## src/rtl/msel_pkg.sv

```systemverilog
package msel_pkg;
    localparam int NMODE = 3;
    localparam int QW    = 16;

    typedef enum logic [1:0] {S_IDLE, S_BUILD, S_SEARCH, S_FINISH} state_t;

    function automatic logic [1:0] clamp_mode(input logic [1:0] m);
        return (m == 2'd3) ? 2'd2 : m;
    endfunction

    // power ratio cubed, Q1.15, indexed by present and target mode
    function automatic logic [QW-1:0] pwr_factor(input logic [1:0] c, input logic [1:0] t);
        logic [QW-1:0] f;
        case ({clamp_mode(c), t})
            4'b00_00: f = 16'd32768;
            4'b00_01: f = 16'd28094;
            4'b00_10: f = 16'd20124;
            4'b01_00: f = 16'd38219;
            4'b01_01: f = 16'd32768;
            4'b01_10: f = 16'd23471;
            4'b10_00: f = 16'd53357;
            4'b10_01: f = 16'd45747;
            default:  f = 16'd32768;
        endcase
        return f;
    endfunction

    // linear ratio times stall derate, Q1.15
    function automatic logic [QW-1:0] tpt_factor(input logic [1:0] c, input logic [1:0] t);
        logic [QW-1:0] f;
        case ({clamp_mode(c), t})
            4'b00_00: f = 16'd32768;
            4'b00_01: f = 16'd30700;
            4'b00_10: f = 16'd26782;
            4'b01_00: f = 16'd34016;
            4'b01_01: f = 16'd32768;
            4'b01_10: f = 16'd28576;
            4'b10_00: f = 16'd37068;
            4'b10_01: f = 16'd35695;
            default:  f = 16'd32768;
        endcase
        return f;
    endfunction
endpackage

```

## src/rtl/msel_scale.sv

```systemverilog
module msel_scale #(
    parameter int DW = 16
) (
    input  logic [DW-1:0]             meas,
    input  logic [msel_pkg::QW-1:0]   factor,
    output logic [DW-1:0]             pred
);
    localparam int PW = DW + msel_pkg::QW;
    logic [PW-1:0] prod;
    logic [DW:0]   shifted;

    always_comb begin
        prod    = PW'(meas) * PW'(factor);
        shifted = prod[DW+15:15];
        pred    = shifted[DW] ? {DW{1'b1}} : shifted[DW-1:0];
    end
endmodule

```

## src/rtl/msel_sum.sv

```systemverilog
module msel_sum #(
    parameter int NCORE = 4,
    parameter int DW    = 16,
    parameter int SW    = DW + $clog2(NCORE)
) (
    input  logic [NCORE*msel_pkg::NMODE*DW-1:0] pwr_flat,
    input  logic [NCORE*msel_pkg::NMODE*DW-1:0] tpt_flat,
    input  logic [2*NCORE-1:0]                  digits,
    output logic [SW-1:0]                       psum,
    output logic [SW-1:0]                       tsum
);
    always_comb begin
        psum = '0;
        tsum = '0;
        for (int i = 0; i < NCORE; i++) begin
            for (int m = 0; m < msel_pkg::NMODE; m++) begin
                if (digits[2*i +: 2] == 2'(m)) begin
                    psum = psum + SW'(pwr_flat[(i*msel_pkg::NMODE+m)*DW +: DW]);
                    tsum = tsum + SW'(tpt_flat[(i*msel_pkg::NMODE+m)*DW +: DW]);
                end
            end
        end
    end
endmodule

```

## src/rtl/mode_sel_top.sv

```systemverilog
module mode_sel_top #(
    parameter int NCORE = 4,
    parameter int DW    = 16,
    parameter int SW    = DW + $clog2(NCORE)
) (
    input  logic                  clk,
    input  logic                  rst_n,
    input  logic                  start,
    input  logic [2*NCORE-1:0]    cur_mode,
    input  logic [NCORE*DW-1:0]   meas_pwr,
    input  logic [NCORE*DW-1:0]   meas_tpt,
    input  logic [SW-1:0]         budget,
    output logic                  busy,
    output logic                  done,
    output logic                  nofit,
    output logic [2*NCORE-1:0]    mode_out
);
    import msel_pkg::*;

    localparam int NCOMB = NMODE ** NCORE;
    localparam int CW    = $clog2(NCOMB);
    localparam int KW    = (NCORE > 1) ? $clog2(NCORE) : 1;
    localparam int TW    = NCORE * NMODE * DW;

    state_t state_q, state_d;

    logic [2*NCORE-1:0]  cur_q;
    logic [NCORE*DW-1:0] pwr_q, tpt_q;
    logic [SW-1:0]       bud_q;
    logic [TW-1:0]       ptab_q, ttab_q;
    logic [KW-1:0]       bcore_q;
    logic [1:0]          bmode_q;
    logic [2*NCORE-1:0]  dig_q, dig_nx;
    logic [CW-1:0]       cnt_q;
    logic [SW-1:0]       best_t_q;
    logic [2*NCORE-1:0]  best_d_q;
    logic                found_q;

    logic [DW-1:0] sc_pwr_in, sc_tpt_in, sc_pwr, sc_tpt;
    logic [QW-1:0] pf, tf;
    logic [SW-1:0] psum, tsum;
    logic          build_last, search_last;

    assign build_last  = (bcore_q == KW'(NCORE-1)) && (bmode_q == 2'd2);
    assign search_last = (cnt_q == CW'(NCOMB-1));
    assign busy        = (state_q != S_IDLE);

    always_comb begin
        sc_pwr_in = pwr_q[bcore_q*DW +: DW];
        sc_tpt_in = tpt_q[bcore_q*DW +: DW];
        pf        = pwr_factor(cur_q[2*bcore_q +: 2], bmode_q);
        tf        = tpt_factor(cur_q[2*bcore_q +: 2], bmode_q);
    end

    msel_scale #(.DW(DW)) u_scale_pwr (.meas(sc_pwr_in), .factor(pf), .pred(sc_pwr));
    msel_scale #(.DW(DW)) u_scale_tpt (.meas(sc_tpt_in), .factor(tf), .pred(sc_tpt));

    msel_sum #(.NCORE(NCORE), .DW(DW), .SW(SW)) u_sum (
        .pwr_flat(ptab_q), .tpt_flat(ttab_q), .digits(dig_q),
        .psum(psum), .tsum(tsum)
    );

    // base-3 increment, core 0 least significant
    always_comb begin
        logic carry;
        carry  = 1'b1;
        dig_nx = dig_q;
        for (int i = 0; i < NCORE; i++) begin
            if (carry) begin
                if (dig_q[2*i +: 2] == 2'd2) begin
                    dig_nx[2*i +: 2] = 2'd0;
                end else begin
                    dig_nx[2*i +: 2] = dig_q[2*i +: 2] + 2'd1;
                    carry = 1'b0;
                end
            end
        end
    end

    always_comb begin
        state_d = state_q;
        unique case (state_q)
            S_IDLE:   if (start)       state_d = S_BUILD;
            S_BUILD:  if (build_last)  state_d = S_SEARCH;
            S_SEARCH: if (search_last) state_d = S_FINISH;
            S_FINISH:                  state_d = S_IDLE;
        endcase
    end

    always_ff @(posedge clk or negedge rst_n) begin
        if (!rst_n) state_q <= S_IDLE;
        else        state_q <= state_d;
    end

    always_ff @(posedge clk or negedge rst_n) begin
        if (!rst_n) begin
            done     <= 1'b0;
            nofit    <= 1'b0;
            mode_out <= '0;
            cur_q    <= '0;
            pwr_q    <= '0;
            tpt_q    <= '0;
            bud_q    <= '0;
            ptab_q   <= '0;
            ttab_q   <= '0;
            bcore_q  <= '0;
            bmode_q  <= '0;
            dig_q    <= '0;
            cnt_q    <= '0;
            best_t_q <= '0;
            best_d_q <= '0;
            found_q  <= 1'b0;
        end else begin
            done <= 1'b0;
            unique case (state_q)
                S_IDLE: if (start) begin
                    cur_q   <= cur_mode;
                    pwr_q   <= meas_pwr;
                    tpt_q   <= meas_tpt;
                    bud_q   <= budget;
                    bcore_q <= '0;
                    bmode_q <= '0;
                end
                S_BUILD: begin
                    ptab_q[(bcore_q*NMODE + bmode_q)*DW +: DW] <= sc_pwr;
                    ttab_q[(bcore_q*NMODE + bmode_q)*DW +: DW] <= sc_tpt;
                    if (bmode_q == 2'd2) begin
                        bmode_q <= 2'd0;
                        bcore_q <= bcore_q + KW'(1);
                    end else begin
                        bmode_q <= bmode_q + 2'd1;
                    end
                    if (build_last) begin
                        dig_q   <= '0;
                        cnt_q   <= '0;
                        found_q <= 1'b0;
                    end
                end
                S_SEARCH: begin
                    if (psum <= bud_q && (!found_q || tsum > best_t_q)) begin
                        best_t_q <= tsum;
                        best_d_q <= dig_q;
                        found_q  <= 1'b1;
                    end
                    dig_q <= dig_nx;
                    cnt_q <= cnt_q + CW'(1);
                end
                S_FINISH: begin
                    done     <= 1'b1;
                    nofit    <= !found_q;
                    mode_out <= found_q ? best_d_q : {NCORE{2'b10}};
                end
            endcase
        end
    end
endmodule

```

## config.mk

```make
export PLATFORM = sky130hd
export DESIGN_NAME = mode_sel_top
export DESIGN_NICKNAME = d
export VERILOG_FILES = /design/src/rtl/msel_pkg.sv /design/src/rtl/msel_scale.sv /design/src/rtl/msel_sum.sv /design/src/rtl/mode_sel_top.sv
export SDC_FILE = /design/constraint.sdc
export NUM_CORES = 2
export LEC_CHECK = 0
export BUFFER_PORTS_ARGS = -buffer_cell sky130_fd_sc_hd__buf_2
export CELL_PAD_IN_SITES_DETAIL_PLACEMENT = 2
export CELL_PAD_IN_SITES_GLOBAL_PLACEMENT = 2
export CORE_UTILIZATION = 41
export CTS_CLUSTER_SIZE = 8
export DETAILED_ROUTE_END_ITERATION = 6
export GPL_TIMING_DRIVEN = 0
export MAX_ROUTING_LAYER = met4
export PLACE_DENSITY_LB_ADDON = 0.08
export SYNTH_ARGS = -nofsm -noshare
export SYNTH_HDL_FRONTEND = slang
export SYNTH_HIERARCHICAL = 1
export SYNTH_SLANG_ARGS = --single-unit
export TNS_END_PERCENT = 10
```

## constraint.sdc

```tcl
create_clock -name clk -period 21 [get_ports clk]
set_clock_uncertainty 0.2 [all_clocks]
set_input_delay 2.1 -clock clk [delete_from_list [all_inputs] [get_ports clk]]
set_output_delay 2.1 -clock clk [all_outputs]
set_load 0.05 [all_outputs]
```

==> metrics.log <==
INFO  metric globalRoute.totalOverflow = 0
INFO  metric first_pass_grt_wire_length = 384000 microns
INFO  metric worstReg2RegEnd = best_t_q[2]
INFO  metric synth_most_common_cell = sky130_fd_sc_hd__nand2_1
INFO  metric ys_top_cells_by_count = sky130_fd_sc_hd__nand2_1 (923), sky130_fd_sc_hd__inv_1 (716), sky130_fd_sc_hd__ha_1 (619), sky130_fd_sc_hd__dfrtp_1 (596), sky130_fd_sc_hd__o21ai_0 (470)
INFO  metric drive_above_1_share = 12.4%
INFO  metric hold_viol_final = 0
INFO  metric post-dp-hpwl = 205000 microns
INFO  metric clk_buf_depth = 3
INFO  metric worstHoldEndpoint = ttab_q[13]
INFO  metric root_buffer_master = sky130_fd_sc_hd__clkbuf_16
INFO  metric failing_checks = design-rule violations, max-capacitance violations, max-slew violations
INFO  metric synth.top_cell.area_share = 23.9%
INFO  metric io_buffer_count = 167
INFO  metric cts-buffers-inserted = 88
INFO  metric syn_area_per_cell = 8.95 sq um
INFO  metric critPathCaptureType = flip-flop
INFO  metric finalCriticalPeriod = 20.21 ns
INFO  metric tritoncts_clock_tree = done
INFO  metric route.antenna.remaining_nets = 0
INFO  metric final_max_slew_viol_count = 12
INFO  metric area_delta_synth_final = 10.9%
INFO  metric final_nets = 8449
INFO  metric cts.sinks = 596
INFO  metric routed-via-count = 54500
INFO  metric cts.clk_slew.worst_paths = 0.05 ns
INFO  metric max_stage_delay = 0.63 ns
INFO  metric outcome = complete, but fails checks
INFO  metric totalNegativeSetupSlack = 0 ns
INFO  metric initial_core_util = 41.5%
INFO  metric worst-endpoint-required = 21.37 ns
INFO  metric wl = 256000 microns
INFO  metric synth_async_sr_flop_share = 100%
INFO  metric number_of_global_route_vias_before_repair = 60900
INFO  metric arrival = 20.58 ns
INFO  metric number_of_flops_mapped_to_enable_cells_by_yosys = 0
INFO  metric die-height = 392 microns
INFO  metric critical_path.slowest_cell = sky130_fd_sc_hd__mux4_2
INFO  metric clkLatencyLatePin = 0.71 ns
INFO  metric design.die.area = 154000 sq um
INFO  metric yosys.cell_types.count = 117
INFO  metric worstHoldPathCells = 2
INFO  metric globalRouteTotalUtil = 34.2%
INFO  metric pin_count_of_the_biggest_net_entering_global_routing = 126
INFO  metric drt_drc_violations_left = 7
INFO  metric slew-limit-headroom = -4.49%
INFO  metric synthesis.instances = 6963
INFO  metric coreArea = 150000 sq um
INFO  metric min_period_over_period = 96.3%
INFO  metric detail_route.iter0.violations = 2788
INFO  metric hold_class = flip-flop to flip-flop
INFO  metric post-synth-top-area-cell = sky130_fd_sc_hd__dfrtp_1
INFO  metric mappedNetlistNets = 8149
INFO  metric critical_path.max_fanout = 10
INFO  metric min_from = ttab_q[13]
INFO  metric floorplan.io_pins = 168
INFO  metric setup.reg_to_reg.worst_slack = 0.79 ns
INFO  metric worstMarginPinSlew = 1.57 ns
INFO  metric yosys_warnings = 6
INFO  metric vias_per_cell = 5.85
INFO  metric cts_max_level = 3
INFO  metric post_synth_instance_area = 62300 sq um
INFO  metric row_count = 142
INFO  metric timing.critical_path.mode_cell = sky130_fd_sc_hd__ha_1
INFO  metric synth_seq_cells = 596
INFO  metric reg2reg_from = dig_q[0]
INFO  metric detail_route.wl_per_cell = 27.5 microns
INFO  metric antenna_found_initial = 18
INFO  metric yosys_most_used_dff = sky130_fd_sc_hd__dfrtp_1
INFO  metric max_clock_freq = 49.5 MHz
INFO  metric synth-seq-area-share = 23.9%
INFO  metric timing.critical_path.from_type = flip-flop
INFO  metric routabilityCongestion = 0.949
INFO  metric worst-r2r-cell-count = 86
INFO  metric ys_top_cells_by_area = sky130_fd_sc_hd__dfrtp_1 (24%), sky130_fd_sc_hd__fa_1 (13%), sky130_fd_sc_hd__ha_1 (12%), sky130_fd_sc_hd__mux2_2 (6.3%), sky130_fd_sc_hd__nand2_1 (5.6%)
INFO  metric drt_first_pass_iters = 7
INFO  metric final_setup_violation_count = 0
INFO  metric criticalPathCategory = flip-flop to flip-flop
INFO  metric max_cap_violations = 2
INFO  metric floorplan.die.width = 392 microns
## per-stage QoR
step | util (%) | setup slack, ns | area [sq um] | std cells | hold slack (ns)
2_1_floorplan | - | 4.31 | 62300 | 6963 | 0.242
3_3_place_gp | 43.7 | -1.48 | 65700 | 9146 | 0.256
3_5_place_dp | 43.9 | -2.13 | 66000 | 9168 | 0.262
4_1_cts | 45.7 | 0.00119 | 68700 | 9286 | 0.274
5_1_grt | 46.0 | -0.00591 | 69100 | 9314 | 0.295
6_report | 46.0 | 0.787 | 69100 | 9318 | 0.268
## critical path: cells and delay by family, from the launching register on
kind | cells | cell delay, ns
AO/OA/AOI/OAI | 28 | 5.88
XOR/XNOR | 12 | 2.23
adder cells (fa/ha/maj) | 13 | 4.42
multiplexers | 5 | 1.56
flip-flops | 1 | 0.54
AND/OR/NAND/NOR | 21 | 3.85
buffers and inverters | 7 | 1.34
## layer usage
layer	vias to the layer above	global-route usage (%)	wire, microns
li1	24300	-	-
met1	28500	42.5	111000
met4	0	12.1	9330
met2	1253	56.7	124000
met5	-	-	0
met3	439	4.91	11500
## cell type report
class	count	area, sq um
fillers	16600	81200
multi-input cells	5378	44000
flip-flops and latches	596	14900
inverters	718	2700
well taps	2016	2520
clock buffers	105	2390
repair buffers	210	1340
plain buffers	271	1110
clock inverters	9	125
diodes	15	37.5
## worst max-delay path by stage
stage	start	end	slack [ns]	cells past startpoint
after floorplan	dig_q[0]	best_d_q[6]	4.31	86
after CTS	dig_q[0]	best_t_q[2]	0.001	84
final	dig_q[0]	best_t_q[2]	0.79	86
after global routing	dig_q[0]	best_t_q[2]	-0.006	90
after detailed placement	dig_q[0]	best_t_q[2]	-2.13	83
after global placement	dig_q[0]	best_t_q[1]	-1.48	83
## logic make-up after synthesis
family / after synthesis / synth area share (%)
AND/OR/NAND/NOR: 2074 / 15.4
AO/OA/AOI/OAI: 1502 / 15.2
adder cells (fa/ha/maj): 1031 / 25.6
buffers and inverters: 989 / 6.09
flip-flops: 596 / 23.9
multiplexers: 465 / 9.36
XOR/XNOR: 306 / 4.39
## state kept, by name, summed over array words and instances, names as in the netlist
signal,flops
bcore_q,2
best_d_q,8
best_t_q,18
bmode_q,2
bud_q,18
cnt_q,7
cur_q,8
dig_q,8
done,1
found_q,1
mode_out,8
nofit,1
ptab_q,192
pwr_q,64
state_q,2
tpt_q,64
ttab_q,192
## repair_timing
action	4_1_cts	5_1_grt
hold buffers	0	0
setup buffers	4	17
gates resized for setup	31	64
endpoints found under the setup margin	27	27
hold endpoints to repair	0	0
pin swaps	3	8
## layout by cell type, fill, tap and decap left out, types with 140 or more instances in the layout
cell                         n
sky130_fd_sc_hd__a21o_1    140
sky130_fd_sc_hd__a21oi_1   384
sky130_fd_sc_hd__and2_1    273
sky130_fd_sc_hd__buf_2     180
sky130_fd_sc_hd__clkbuf_1  231
sky130_fd_sc_hd__dfrtp_1   594
sky130_fd_sc_hd__fa_1      409
sky130_fd_sc_hd__ha_1      617
sky130_fd_sc_hd__inv_1     716
sky130_fd_sc_hd__mux2_2    349
sky130_fd_sc_hd__nand2_1   923
sky130_fd_sc_hd__nor2_1    392
sky130_fd_sc_hd__o21ai_0   460
sky130_fd_sc_hd__xnor2_1   197
Power is left out: the tool's default activity adds up to more than one toggle a clock period on the data nets, which glitch-free logic cannot reach.
